==> config.mk <==
export PLATFORM = sky130hd
export DESIGN_NAME = uart_irq_ident
export DESIGN_NICKNAME = d
export VERILOG_FILES = /design/src/rtl/uart_irq_ident.sv
export SDC_FILE = /design/constraint.sdc
export NUM_CORES = 1
export LEC_CHECK = 0
export BUFFER_PORTS_ARGS = -buffer_cell sky130_fd_sc_hd__buf_4
export CORE_UTILIZATION = 36
export DETAILED_ROUTE_END_ITERATION = 12
export PLACE_DENSITY = 0.81
export SETUP_SLACK_MARGIN = 0.3
export SLEW_MARGIN = 10
export SYNTH_ARGS = -nofsm -noshare
export SYNTH_HDL_FRONTEND = slang
export SYNTH_SLANG_ARGS = --single-unit
==> constraint.sdc <==
create_clock -name clk -period 2.1 [get_ports clk]
set_input_delay 0.21 -clock clk [delete_from_list [all_inputs] [get_ports clk]]
set_output_delay 0.21 -clock clk [all_outputs]
set_load 0.03 [all_outputs]
==> src/rtl/uart_irq_ident.sv <==
module uart_irq_ident #(
  parameter int unsigned WORD_W = 32
) (
  input  logic              clk,
  input  logic              rst_n,
  input  logic              line_err,
  input  logic              rx_at_level,
  input  logic              rx_timeout,
  input  logic              tx_empty,
  input  logic              modem_chg,
  input  logic [3:0]        irq_en,
  input  logic              rd_lsr,
  input  logic              rd_rxf,
  input  logic              rd_iir,
  input  logic              wr_txf,
  input  logic              rd_msr,
  output logic [WORD_W-1:0] iir_rdata,
  output logic              irq
);
  localparam logic [3:0] C_NONE  = 4'b0001;
  localparam logic [3:0] C_LINE  = 4'b0110;
  localparam logic [3:0] C_RXD   = 4'b0100;
  localparam logic [3:0] C_TMO   = 4'b1100;
  localparam logic [3:0] C_TXE   = 4'b0010;
  localparam logic [3:0] C_MODEM = 4'b0000;
  localparam logic [3:0] UPPER   = 4'b1100;

  logic line_p, tmo_p, txe_p, mdm_p;
  logic txe_q, txen_q;
  logic [3:0] code;

  wire en_rx   = irq_en[0];
  wire en_tx   = irq_en[1];
  wire en_line = irq_en[2];
  wire en_mdm  = irq_en[3];

  wire txe_set = tx_empty && (!txe_q || (en_tx && !txen_q));
  wire txe_clr = wr_txf || (rd_iir && code == C_TXE);

  always_comb begin
    if (en_line && line_p)               code = C_LINE;
    else if (en_rx && tmo_p)             code = C_TMO;
    else if (en_rx && rx_at_level)       code = C_RXD;
    else if (en_tx && txe_p)             code = C_TXE;
    else if (en_mdm && mdm_p)            code = C_MODEM;
    else                                 code = C_NONE;
  end

  always_ff @(posedge clk or negedge rst_n) begin
    if (!rst_n) begin
      line_p <= 1'b0;
      tmo_p  <= 1'b0;
      txe_p  <= 1'b0;
      mdm_p  <= 1'b0;
      txe_q  <= 1'b0;
      txen_q <= 1'b0;
    end else begin
      txe_q  <= tx_empty;
      txen_q <= en_tx;
      if (line_err)        line_p <= 1'b1;
      else if (rd_lsr)     line_p <= 1'b0;
      if (rx_timeout)      tmo_p <= 1'b1;
      else if (rd_rxf)     tmo_p <= 1'b0;
      if (txe_set)         txe_p <= 1'b1;
      else if (txe_clr)    txe_p <= 1'b0;
      if (modem_chg)       mdm_p <= 1'b1;
      else if (rd_msr)     mdm_p <= 1'b0;
    end
  end

  assign iir_rdata = {{(WORD_W-8){1'b0}}, UPPER, code};
  assign irq       = !code[0];
endmodule


# Word level (Yosys, flattened, before mapping)
# Index checks and enable logic that the tools add are counted.
[op_classes]
eq_ne = 1
n_mux = 13
n_reduce_logical = 17
[ops]
columns = ["operator", "count"]
rows = [
  ["$mux 1", 9],
  ["$logic_and 1x1->1", 8],
  ["$mux 4", 2],
  ["$reduce_bool 2->1", 4],
  ["$eq 4x2->1 const B", 1],
  ["$logic_not 1->1", 3],
  ["$mux 3", 1],
  ["$logic_or 1x1->1", 2],
  ["$mux 2", 1],
]
[totals]
register_bits = 6
elab_cells = 37

# Longest topological paths before layout
[logic_depth]
depth_word = 11
depth_mapped = 3
depth_no_buf = 3

# Worst setup path before layout
# OpenSTA, ideal clock, no wires.
[synth_timing]
kind = "register to output"
start = "register tmo_p"
end = "output port iir_rdata[0]"
arrival_ps = 1498
required_ps = 1890
slack_ps = 392
path_stages_with_launch = 4
n_path_buf = 0
cell_sequence = "dfrtp_1 -> o21ai_2 -> nand2_2 -> a221oi_1"
[synth_via]
elab_chain_len = 3
[synth_lines]
columns = ["element", "line", "rtl"]
rows = [
  ["from (decl)", "28", "logic line_p, tmo_p, txe_p, mdm_p;"],
  ["from (signal assigned)", "52", "tmo_p <= 1'b0;"],
  ["from (signal assigned)", "62", "if (rx_timeout) tmo_p <= 1'b1;"],
  ["from (signal assigned)", "63", "else if (rd_rxf) tmo_p <= 1'b0;"],
  ["$logic_and 1x1->1", "42", "else if (en_rx && tmo_p) code = C_TMO;"],
  ["$mux 4", "42", ""],
  ["$mux 4", "41", "if (en_line && line_p) code = C_LINE;"],
  ["to (decl)", "17", "output logic [WORD_W-1:0] iir_rdata,"],
]
# No other way between the ends.

# Final worst setup path
# Same ends and word-level chain as after synthesis.

==> impl_metrics.tcl <==
set metrics [dict create \
    grt_max_degree 7 \
    grt_use_total_pct 12.9 \
    htreeDepth 1 \
    cts_setup_buffers 0 \
    startpoint_type "flop" \
    r2r_slack_ps 1010 \
    yosysUniqueCellTypes 16 \
    clock_path_buffers 2 \
    cp-endpoint "iir_rdata[0]" \
    layout-drive-gt1-share_pct 35.1 \
    synth-compound-area-share_pct 13.7 \
    ys_ff_latch 6 \
    setup_tns_ps 0 \
    p_per_area_nw_per_um2 673 \
    fillers 125 \
    drc 0 \
    syn_to_final_growth_pct 18.0 \
    start_util_pct 40.9 \
    drt_wl_total_um 911 \
    r2r_cells 3 \
    synth_top_family_by_area "buffers and inverters" \
    cp_cell_sequence "o21ai_2 > nand2_2 > a221oi_1 > buf_4" \
    cts-resized-gates 0 \
    max_freq_mhz 617 \
    synth_area_leaders "buf_4, dfrtp_1, inv_1, a21o_1, a221o_1" \
    hold_class "primary input to flop" \
    diodes 0 \
    startpoint "tmo_p" \
    place_worst_setup_slack_ps 794 \
    core_um2 1190 \
    drtPass1Iterations 4 \
    outcome "finished clean" \
    hold_violations 0 \
    cp.depth 4 \
    netlist_instances 55 \
    grt_setup_unrepaired "false" \
    timing.final.crit_period_ps 1620 \
    required_ps 1890 \
    setup_viol 0 \
    synth_mux_area_share_pct 0 \
    path_max_fanout 3 \
    synth_area_per_cell_um2 8.83 \
    grt_first_pass_wirelength_um 1220 \
    slowest_stage "dfrtp_1" \
    ant_nets 0 \
    cts_tree "done" \
    synth_xor_area_share_pct 0 \
    max_stage_delay_ps 400 \
    antenna_found_initial 0 \
    worst_slack_ps 480 \
    gr-total-overflow 0 \
    die-area_um2 1500 \
    grt_pass1_vias 307 \
    cts_root_buf "clkbuf_4" \
    r2r-end "txe_p" \
    synth_top_area_cell "buf_4" \
    cts.sinks 6 \
    path_clk_slew_ps 50 \
    end_kind "primary output" \
    timing.rr.start "tmo_p" \
    slew_violations 0 \
    synth_top_area_share_pct 43.3 \
    synth-adder-area-share_pct 0 \
    drv_cap 0 \
    cts_buffers 3 \
    dpl.hpwl_um 682 \
    seq_area_frac_synth_pct 30.9 \
    syn-cell-area_um2 485 \
    drtIter0Drc 5 \
    crit_type "flop to primary output" \
    leakagePower_nw 0.342 \
    skew_ps 9.18 \
    place_congestion 0.690 \
    ir_drop_v 0.000370 \
    yosysWarnings 0 \
    nets 95 \
    final_cell_mix "conb_1, buf_4, dfrtp_1, inv_1, clkbuf_4" \
    die_x_um 38.7 \
    fin_crit_sh_pct 77.1 \
    cp.arrival_ps 1410 \
    io_pins 49 \
    clock_latency_ps 250 \
    ctsHoldBuffers 1 \
    fp-row-count 12 \
    route.vias.total 364 \
    yosys.area_share.simple_pct 6.70 \
    routed_via_density 4.00 \
    die_y_um 38.7 \
    critical_path.top_delay_family "compound AO/OA/AOI/OAI gates" \
    routedWlPerCell_um 10.0 \
    numPortBuffers 20 \
    final_common_cell "conb_1" \
    crit_buf_inv 1 \
]
## logic make-up after synthesis
| family | after synthesis |
|---|---|
| buffers and inverters | 33 |
| AOI/OAI and AO/OA | 8 |
| DFF | 6 |
| and+or+nand+nor | 6 |
| other | 2 |
## cells in the mapped netlist
master / number
a21o_1: 2
dfrtp_1: 6
o21ai_0: 1
a221oi_1: 1
and3_2: 1
a221o_1: 1
a21o_2: 1
buf_4: 28
nand4_1: 1
a32o_1: 1
nand3_1: 1
conb_1: 2
o21ai_2: 1
nand2_1: 2
inv_1: 5
nand2_2: 1
## area by class of cell
type                       instances  area, µm²  area share, %
multi-input combinational         42        204           35.6
timing repair buffer              21        160           27.9
sequential                         6        150           26.2
clock buffer                       3       22.5           3.93
inverter                           5       18.8           3.28
tap                               14       17.5           3.06
## power breakdown
| part | switching, mW | total (mW) | internal (mW) |
|---|---|---|---|
| registers | 0.00604 | 0.130 | 0.124 |
| clock network | 0.0467 | 0.112 | 0.0650 |
| logic | 0.105 | 0.144 | 0.0394 |
## worst register-to-register path, cell delays in order, from the launching register on
cell	delay, ps
dfrtp_1	400
o21ai_2	190
nand4_1	130
a32o_1	270
## per-stage QoR
step	utilization (%)	instance area, µm²	hold WS [ps]	power, mW	cells
2_1_floorplan	-	583	-85.6	0.270	81
3_3_place_gp	45.6	541	21.4	0.270	87
3_5_place_dp	45.6	541	22.3	0.272	87
4_1_cts	48.3	573	79.0	0.388	91
5_1_grt	48.3	573	80.5	0.403	91
6_report	48.3	573	86.2	0.386	91
## worst min-delay path by stage
stage                     cells after the start      from     end  slack (ps)
after floorplan                               0     rst_n  line_p         -90
after global placement                        1     rst_n   tmo_p          20
after detailed placement                      1     rst_n   tmo_p          20
after CTS                                     1  tx_empty   txe_q          80
after global routing                          1  tx_empty   txe_q          80
final                                         1  tx_empty   txe_q          90
## per-layer routing
layer | GRT usage (%) | up-vias | share of wire, %
met2 | 22.9 | 39 | 49
li1 | - | 164 | -
met3 | 4.62 | 2 | 13
met5 | 0 | - | 0
met4 | 7.76 | 0 | 0.44
met1 | 12.6 | 159 | 38
## flip-flops by register name, indices dropped and copies added, names as in the netlist
signal / flops
line_p: 1
mdm_p: 1
txen_q: 1
txe_p: 1
tmo_p: 1
txe_q: 1
Note: power is estimated with default switching activity, not from simulation.
